### config.mk
export PLATFORM = sky130hd
export DESIGN_NAME = sdram_cmd_sched
export DESIGN_NICKNAME = d
export VERILOG_FILES = /design/src/rtl/sched_pkg.sv /design/src/rtl/sched_row_table.sv /design/src/rtl/sched_bus_shadow.sv /design/src/rtl/sdram_cmd_sched.sv
export SDC_FILE = /design/constraint.sdc
export NUM_CORES = 1
export LEC_CHECK = 0
export ABC_AREA = 1
export BUFFER_PORTS_ARGS = -buffer_cell sky130_fd_sc_hd__buf_4
export CAP_MARGIN = 10
export CORE_MARGIN = 10
export CORE_UTILIZATION = 23
export CTS_BUF_LIST = sky130_fd_sc_hd__clkbuf_16
export CTS_CLUSTER_DIAMETER = 80
export DETAILED_ROUTE_END_ITERATION = 7
export MAX_ROUTING_LAYER = met4
export PLACE_DENSITY = 0.46
export SLEW_MARGIN = 0
export SYNTH_ARGS = -nofsm -noshare
export SYNTH_HDL_FRONTEND = slang
export SYNTH_HIERARCHICAL = 1
export SYNTH_SLANG_ARGS = --single-unit
export TNS_END_PERCENT = 50
### constraint.sdc
create_clock -name clk -period 4.8 [get_ports clk]
set_input_delay 0.48 -clock clk [delete_from_list [all_inputs] [get_ports clk]]
set_output_delay 0.48 -clock clk [all_outputs]
set_load 0.05 [all_outputs]
### src/rtl/sched_pkg.sv
package sched_pkg;

    typedef enum logic [2:0] {
        CMD_NOP = 3'd0,
        CMD_ACT = 3'd1,
        CMD_RD  = 3'd2,
        CMD_WR  = 3'd3,
        CMD_PRE = 3'd4
    } sdram_cmd_e;

    typedef enum logic [1:0] {
        ST_IDLE = 2'd0,
        ST_ACT  = 2'd1,
        ST_COL  = 2'd2
    } sched_st_e;

endpackage

### src/rtl/sched_row_table.sv
module sched_row_table #(
    parameter int RANK_W = 1,
    parameter int BANK_W = 2,
    parameter int ROW_W  = 12
) (
    input  logic              clk,
    input  logic              rst_n,
    input  logic [RANK_W-1:0] look_rank,
    input  logic [BANK_W-1:0] look_bank,
    output logic              look_open,
    output logic [ROW_W-1:0]  look_row,
    input  logic              set_en,
    input  logic              clr_en,
    input  logic [RANK_W-1:0] upd_rank,
    input  logic [BANK_W-1:0] upd_bank,
    input  logic [ROW_W-1:0]  upd_row
);
    localparam int IDX_W   = RANK_W + BANK_W;
    localparam int NUM_ENT = 1 << IDX_W;

    logic [IDX_W-1:0]   upd_idx;
    logic [IDX_W-1:0]   look_idx;
    logic [NUM_ENT-1:0] open_vec;
    logic [ROW_W-1:0]   row_arr [NUM_ENT];

    assign upd_idx  = {upd_rank, upd_bank};
    assign look_idx = {look_rank, look_bank};

    for (genvar e = 0; e < NUM_ENT; e++) begin : g_ent
        logic             open_d, open_q;
        logic [ROW_W-1:0] row_d, row_q;
        logic             sel;

        assign sel = (upd_idx == IDX_W'(e));

        always_comb begin
            open_d = open_q;
            row_d  = row_q;
            if (set_en && sel) begin
                open_d = 1'b1;
                row_d  = upd_row;
            end else if (clr_en && sel) begin
                open_d = 1'b0;
            end
        end

        always_ff @(posedge clk) begin
            if (!rst_n) begin
                open_q <= 1'b0;
                row_q  <= '0;
            end else begin
                open_q <= open_d;
                row_q  <= row_d;
            end
        end

        assign open_vec[e] = open_q;
        assign row_arr[e]  = row_q;
    end

    assign look_open = open_vec[look_idx];
    assign look_row  = row_arr[look_idx];

    // activation only of a closed bank, precharge only of an open one
    assert_act_closed_R4: assert property (@(posedge clk) disable iff (!rst_n)
        set_en |-> !open_vec[upd_idx]);
    assert_pre_open_R4: assert property (@(posedge clk) disable iff (!rst_n)
        clr_en |-> open_vec[upd_idx]);

endmodule

### src/rtl/sched_bus_shadow.sv
module sched_bus_shadow #(
    parameter int MAX_CL = 3,
    parameter int DATA_W = 16,
    parameter int CL_W   = 2
) (
    input  logic              clk,
    input  logic              rst_n,
    input  logic [CL_W-1:0]   cas_lat,
    input  logic              rd_issue,
    input  logic [DATA_W-1:0] dq_in,
    output logic              bus_next,
    output logic              bus_now,
    output logic              rd_valid,
    output logic [DATA_W-1:0] rd_data
);
    localparam int SLOTS = MAX_CL + 1;

    typedef struct packed {
        logic [SLOTS-1:0]  busy;
        logic              vld;
        logic [DATA_W-1:0] data;
    } shadow_t;

    shadow_t sh_d, sh_q;

    always_comb begin
        sh_d      = sh_q;
        sh_d.busy = sh_q.busy >> 1;
        if (rd_issue && (int'(cas_lat) <= MAX_CL)) begin
            sh_d.busy[cas_lat] = 1'b1;
        end
        sh_d.vld = sh_q.busy[0];
        if (sh_q.busy[0]) begin
            sh_d.data = dq_in;
        end
    end

    always_ff @(posedge clk) begin
        if (!rst_n) begin
            sh_q <= '0;
        end else begin
            sh_q <= sh_d;
        end
    end

    assign bus_now  = sh_q.busy[0];
    assign bus_next = sh_q.busy[1];
    assign rd_valid = sh_q.vld;
    assign rd_data  = sh_q.data;

    // a read is only issued with a latency the shadow can hold
    assert_cl_range_R7: assert property (@(posedge clk) disable iff (!rst_n)
        rd_issue |-> (cas_lat != '0) && (int'(cas_lat) <= MAX_CL));

endmodule

### src/rtl/sdram_cmd_sched.sv
module sdram_cmd_sched #(
    parameter int NUM_RANKS = 2,
    parameter int NUM_BANKS = 4,
    parameter int ROW_W     = 12,
    parameter int COL_W     = 8,
    parameter int DATA_W    = 16,
    parameter int MAX_CL    = 3,
    parameter int T_RCD     = 2,
    parameter int T_RP      = 2,
    localparam int RANK_W   = $clog2(NUM_RANKS),
    localparam int BANK_W   = $clog2(NUM_BANKS),
    localparam int CL_W     = $clog2(MAX_CL + 1)
) (
    input  logic                 clk,
    input  logic                 rst_n,
    input  logic [CL_W-1:0]      cas_lat,
    input  logic                 req_valid,
    output logic                 req_ready,
    input  logic                 req_write,
    input  logic [RANK_W-1:0]    req_rank,
    input  logic [BANK_W-1:0]    req_bank,
    input  logic [ROW_W-1:0]     req_row,
    input  logic [COL_W-1:0]     req_col,
    input  logic [DATA_W-1:0]    req_wdata,
    output logic [NUM_RANKS-1:0] cmd_cs_n,
    output logic [2:0]           cmd_code,
    output logic [BANK_W-1:0]    cmd_bank,
    output logic [ROW_W-1:0]     cmd_addr,
    output logic [DATA_W-1:0]    dq_out,
    output logic                 dq_oe,
    input  logic [DATA_W-1:0]    dq_in,
    output logic                 rd_valid,
    output logic [DATA_W-1:0]    rd_data
);
    import sched_pkg::*;

    localparam int GAP_MAX = (T_RCD > T_RP) ? T_RCD : T_RP;
    localparam int TMR_W   = $clog2(GAP_MAX + 1);

    typedef struct packed {
        sched_st_e            st;
        logic [TMR_W-1:0]     tmr;
        logic                 wr;
        logic [RANK_W-1:0]    rank;
        logic [BANK_W-1:0]    bank;
        logic [ROW_W-1:0]     row;
        logic [COL_W-1:0]     col;
        logic [DATA_W-1:0]    wdata;
        sdram_cmd_e           cmd;
        logic [NUM_RANKS-1:0] cs_n;
        logic [BANK_W-1:0]    cbank;
        logic [ROW_W-1:0]     caddr;
        logic                 oe;
        logic [DATA_W-1:0]    dout;
    } ctl_t;

    ctl_t s_d, s_q;

    logic                 idle;
    logic                 cur_wr;
    logic [RANK_W-1:0]    cur_rank;
    logic [BANK_W-1:0]    cur_bank;
    logic [ROW_W-1:0]     cur_row;
    logic [COL_W-1:0]     cur_col;
    logic [DATA_W-1:0]    cur_wdata;
    logic [NUM_RANKS-1:0] cs_sel;
    logic                 look_open;
    logic [ROW_W-1:0]     look_row;
    logic                 bus_next;
    logic                 bus_now;

    assign idle      = (s_q.st == ST_IDLE);
    assign cur_wr    = idle ? req_write : s_q.wr;
    assign cur_rank  = idle ? req_rank  : s_q.rank;
    assign cur_bank  = idle ? req_bank  : s_q.bank;
    assign cur_row   = idle ? req_row   : s_q.row;
    assign cur_col   = idle ? req_col   : s_q.col;
    assign cur_wdata = idle ? req_wdata : s_q.wdata;

    always_comb begin
        cs_sel           = '1;
        cs_sel[cur_rank] = 1'b0;
    end

    sched_row_table #(
        .RANK_W (RANK_W),
        .BANK_W (BANK_W),
        .ROW_W  (ROW_W)
    ) u_rows (
        .clk       (clk),
        .rst_n     (rst_n),
        .look_rank (cur_rank),
        .look_bank (cur_bank),
        .look_open (look_open),
        .look_row  (look_row),
        .set_en    (s_d.cmd == CMD_ACT),
        .clr_en    (s_d.cmd == CMD_PRE),
        .upd_rank  (cur_rank),
        .upd_bank  (cur_bank),
        .upd_row   (cur_row)
    );

    sched_bus_shadow #(
        .MAX_CL (MAX_CL),
        .DATA_W (DATA_W),
        .CL_W   (CL_W)
    ) u_shadow (
        .clk      (clk),
        .rst_n    (rst_n),
        .cas_lat  (cas_lat),
        .rd_issue (s_d.cmd == CMD_RD),
        .dq_in    (dq_in),
        .bus_next (bus_next),
        .bus_now  (bus_now),
        .rd_valid (rd_valid),
        .rd_data  (rd_data)
    );

    always_comb begin
        s_d       = s_q;
        s_d.cmd   = CMD_NOP;
        s_d.cs_n  = '1;
        s_d.cbank = '0;
        s_d.caddr = '0;
        s_d.oe    = 1'b0;
        s_d.dout  = '0;
        s_d.tmr   = (s_q.tmr != '0) ? s_q.tmr - 1'b1 : '0;

        unique case (s_q.st)
            ST_IDLE: begin
                if (req_valid) begin
                    s_d.wr    = req_write;
                    s_d.rank  = req_rank;
                    s_d.bank  = req_bank;
                    s_d.row   = req_row;
                    s_d.col   = req_col;
                    s_d.wdata = req_wdata;
                    if (look_open && (look_row == req_row)) begin
                        if (!req_write || !bus_next) begin
                            s_d.cmd   = req_write ? CMD_WR : CMD_RD;
                            s_d.cs_n  = cs_sel;
                            s_d.cbank = cur_bank;
                            s_d.caddr = ROW_W'(cur_col);
                            s_d.oe    = req_write;
                            s_d.dout  = req_write ? cur_wdata : '0;
                        end else begin
                            s_d.st = ST_COL;
                        end
                    end else if (look_open) begin
                        s_d.cmd   = CMD_PRE;
                        s_d.cs_n  = cs_sel;
                        s_d.cbank = cur_bank;
                        s_d.st    = ST_ACT;
                        s_d.tmr   = TMR_W'(T_RP - 1);
                    end else begin
                        s_d.cmd   = CMD_ACT;
                        s_d.cs_n  = cs_sel;
                        s_d.cbank = cur_bank;
                        s_d.caddr = cur_row;
                        s_d.st    = ST_COL;
                        s_d.tmr   = TMR_W'(T_RCD - 1);
                    end
                end
            end
            ST_ACT: begin
                if (s_q.tmr == '0) begin
                    s_d.cmd   = CMD_ACT;
                    s_d.cs_n  = cs_sel;
                    s_d.cbank = cur_bank;
                    s_d.caddr = cur_row;
                    s_d.st    = ST_COL;
                    s_d.tmr   = TMR_W'(T_RCD - 1);
                end
            end
            ST_COL: begin
                if ((s_q.tmr == '0) && (!cur_wr || !bus_next)) begin
                    s_d.cmd   = cur_wr ? CMD_WR : CMD_RD;
                    s_d.cs_n  = cs_sel;
                    s_d.cbank = cur_bank;
                    s_d.caddr = ROW_W'(cur_col);
                    s_d.oe    = cur_wr;
                    s_d.dout  = cur_wr ? cur_wdata : '0;
                    s_d.st    = ST_IDLE;
                end
            end
            default: s_d.st = ST_IDLE;
        endcase
    end

    always_ff @(posedge clk) begin
        if (!rst_n) begin
            s_q      <= '0;
            s_q.cs_n <= '1;
        end else begin
            s_q <= s_d;
        end
    end

    assign req_ready = idle;
    assign cmd_code  = s_q.cmd;
    assign cmd_cs_n  = s_q.cs_n;
    assign cmd_bank  = s_q.cbank;
    assign cmd_addr  = s_q.caddr;
    assign dq_out    = s_q.dout;
    assign dq_oe     = s_q.oe;

    // Gap counters observed at the command pins, for spacing checks
    localparam int GC_W = $clog2(GAP_MAX + 1) + 1;
    logic [GC_W-1:0] gap_act_q, gap_pre_q;

    always_ff @(posedge clk) begin
        if (!rst_n) begin
            gap_act_q <= GC_W'(GAP_MAX);
            gap_pre_q <= GC_W'(GAP_MAX);
        end else begin
            if (cmd_code == CMD_ACT)               gap_act_q <= GC_W'(1);
            else if (gap_act_q < GC_W'(GAP_MAX))   gap_act_q <= gap_act_q + 1'b1;
            if (cmd_code == CMD_PRE)               gap_pre_q <= GC_W'(1);
            else if (gap_pre_q < GC_W'(GAP_MAX))   gap_pre_q <= gap_pre_q + 1'b1;
        end
    end

    assert_act_to_col_R3: assert property (@(posedge clk) disable iff (!rst_n)
        ((cmd_code == CMD_RD) || (cmd_code == CMD_WR)) |-> (int'(gap_act_q) >= T_RCD));
    assert_pre_to_act_R4: assert property (@(posedge clk) disable iff (!rst_n)
        (cmd_code == CMD_ACT) |-> (int'(gap_pre_q) >= T_RP));
    assert_no_bus_clash_R8: assert property (@(posedge clk) disable iff (!rst_n)
        dq_oe |-> !bus_now);
    assert_one_rank_R9: assert property (@(posedge clk) disable iff (!rst_n)
        $countones(~cmd_cs_n) <= 1);
    assert_cs_idle_R9: assert property (@(posedge clk) disable iff (!rst_n)
        (cmd_code == CMD_NOP) == (&cmd_cs_n));
    assert_busy_after_act_R11: assert property (@(posedge clk) disable iff (!rst_n)
        (cmd_code == CMD_ACT) |-> !req_ready);

endmodule

==> results.yml <==
worst_setup_path:
  startpoint_type: "flip-flop"
  reg2reg_from: "s_q[79]"
  required_ns: 5.29
  crit_path_start: "s_q[79]"
  critPathMaxFanout: 27
  crit_type: "reg -> reg"
  crit_arrival_ns: 4.43
  crit_path_end_kind: "flip-flop"
cts:
  clk_path_buf_depth: 3
  cts_sinks: 205
  cts.clk_slew.worst_paths_ns: 0.06
  cts-resized-gates: 0
  cts_tree: "built"
  cts_setup_buffers: 0
  clock_latency_ns: 0.56
  htree_levels: 1
  cts_hold_buf: 0
  root_buffer: "clkbuf_16"
  cts_made_buffers: 27
sta:
  rsz0062_at_grt: "no"
  setup_viol: 0
  slew_headroom_pct: 33.2
  finalClockSkew_ns: 0.0272
  fmax_mhz: 254
  tightest_slew_ns: 1.00
  slew_viol_final: 0
  finalSetupTns_ns: 0
  period_share_pct: 82.2
  period_minus_slack_ns: 3.94
  hold_viol_final: 0
  hold_slack_ns: 0.147
detailed_routing:
  first_pass_iters: 5
  drt-initial-drc-count: 575
  drt_wl_total_um: 30700
  via_count: 9107
  ant_nets: 0
  viasPerCell: 4.22
  post_drt_wl_per_cell_um: 14.2
  drcViolationCount: 0
placed_design:
  port_buffers: 114
  dpl.hpwl_um: 20900
  post_dp_cell_area_um2: 11100
  gp_congestion: 0.836
yosys:
  syn_nets: 1580
  synthTopCellsByArea: "dfxtp_1, nand2_1, nor2_1"
  yosysTopAreaCellShare_pct: 40.7
  synthDistinctLibCells: 34
  netlist_area_um2: 10100
  syn-instance-count: 1519
  synth-seq-area-share_pct: 40.7
  synth_top_cell_by_area: "dfxtp_1"
  ys_ff_latch: 205
  synth_area_per_cell_um2: 6.64
  ys_warn_count: 6
die:
  num_rows: 76
  core_um2: 43300
  dieArea_um2: 52600
  ioPinCount: 115
  initial_core_util_pct: 23.3
  die_w_um: 229
  die_h_um: 229
global_routing:
  gr-total-overflow: 0
  grt_pass1_vias: 8696
  grt_pass1_wl_um: 49100
  antenna_found_initial: 0
  grt_max_degree: 89
  grt_usage_pct: 11.7
pwr:
  p_leak_uw: 0.00579
  vdd_drop_max_mv: 0.282
  p_per_area_nw_per_um2: 702
finish:
  area_delta_synth_final_pct: 18.5
  final_layout_size_suffix_gt1_share_pct: 16.0
  final_nets: 1615
  diodes: 0
  final_area_um2: 12000
hold_path:
  min_from: "dq_in[14]"
  min_path_type: "in -> reg"
status:
  outcome: "complete, no violations"
run:
  maxCapViolCount: 0
-- per-stage QoR --
step	setup slack, ns	instances	power, uW	util [%]
after global placement	0.911	2110	6460	25.6
after detailed placement	0.837	2110	6460	25.6
final	0.856	2158	8400	27.6
after floorplan	1.40	1519	5400	-
after CTS	0.823	2158	8520	27.6
after global routing	0.469	2158	9120	27.6
-- sequential cells by signal, indices dropped and copies added, names as in the netlist --
register,flops
cmd_addr,12
cmd_bank,2
cmd_code,3
cmd_cs_n,2
dq_oe,1
dq_out,16
s_q,44
u_rows/g_ent.open_q,8
u_rows/g_ent.row_q,96
u_shadow/bus_next,1
u_shadow/bus_now,1
u_shadow/rd_data,16
u_shadow/rd_valid,1
u_shadow/sh_q,2
-- synth_stat cells --
cell type,n
mux2i_1,2
o21ai_1,4
buf_4,58
nand3_2,5
a21oi_1,48
inv_1,174
clkbuf_2,2
o21ai_0,77
or2_2,16
nand2_2,3
buf_12,1
clkbuf_1,40
buf_6,5
nand2_4,1
buf_2,22
and3_1,1
nand3_1,84
nor2_2,3
nor3_1,1
clkinv_1,4
nand3_4,2
nand2_1,418
o221a_2,14
inv_2,15
xnor2_1,5
clkinv_2,1
dfxtp_1,205
nor2_1,251
o21ai_2,1
nand4_1,31
nor2_4,13
buf_1,4
a211oi_1,4
a221oi_1,4
-- per-layer routing --
layer  vias to the layer above  wire [um]  track usage, %
met3                        40       1350            1.80
met1                      4150      14700            15.2
met5                         -          0               -
li1                       4709          -               -
met2                       208      13900            18.8
met4                         0        610            2.79
-- final cells by class --
type	instances	area (um2)
Tap cell	585	732
Clock inverter	21	201
Multi-Input combinational cell	988	4470
Timing Repair Buffer	138	1040
Fill cell	4721	31300
Clock buffer	27	676
Sequential cell	205	4100
Inverter	194	729
-- report_power, final --
part | internal [uW] | total (uW) | switching [uW]
Clock | 1190 | 2010 | 813
Combinational | 1190 | 4130 | 2940
Sequential | 2110 | 2260 | 148
Total | 4500 | 8400 | 3900
-- path summary, 6_finish.rpt --
kind	slack, ns	cells past startpoint	to
max	0.86	23	u_shadow/bus_next
min	0.15	3	u_shadow/rd_data[14]
max reg2reg	0.86	23	u_shadow/bus_next
min reg2reg	0.43	2	u_shadow/bus_next
-- cells in the final DEF (no fill, tap or decap), types with 14 or more instances in the layout --
master / netlist / routed
inv_1: 174 / 177
nor2_1: 251 / 251
o221a_2: 14 / 14
nor2_4: 13 / 14
dfxtp_1: 205 / 205
nand3_1: 84 / 84
clkbuf_16: 0 / 27
o21ai_0: 77 / 77
nand2_1: 418 / 418
buf_4: 58 / 138
nand4_1: 31 / 31
a21oi_1: 48 / 47
inv_2: 15 / 15
or2_2: 16 / 16
-- critical path, stage by stage, from the launching register on --
cell      delay (ns)
dfxtp_1         0.34
nor2_4          0.37
inv_2           0.06
buf_4           0.23
or2_2           0.29
o21ai_0         0.15
inv_1           0.10
clkinv_1        0.05
buf_4           0.34
nand3_1         0.13
nand2_1         0.11
nand2_1         0.10
nand2_1         0.10
xnor2_1         0.13
nand2_1         0.09
nor2_1          0.25
nand3_2         0.16
clkinv_2        0.08
nand2_1         0.06
nand2_2         0.19
inv_2           0.06
nor2_1          0.21
nand3_1         0.11
a21oi_1         0.14
-- cell families after synthesis --
group / Yosys count / synth area share [%]
AND/OR/NAND/NOR: 829 / 34.9
XOR/XNOR: 5 / 0.434
flip-flops: 205 / 40.7
buffers and inverters: 326 / 15.1
multiplexers: 2 / 0.198
AO/OA/AOI/OAI: 152 / 8.69
Note: power is estimated with default switching activity, not from simulation.
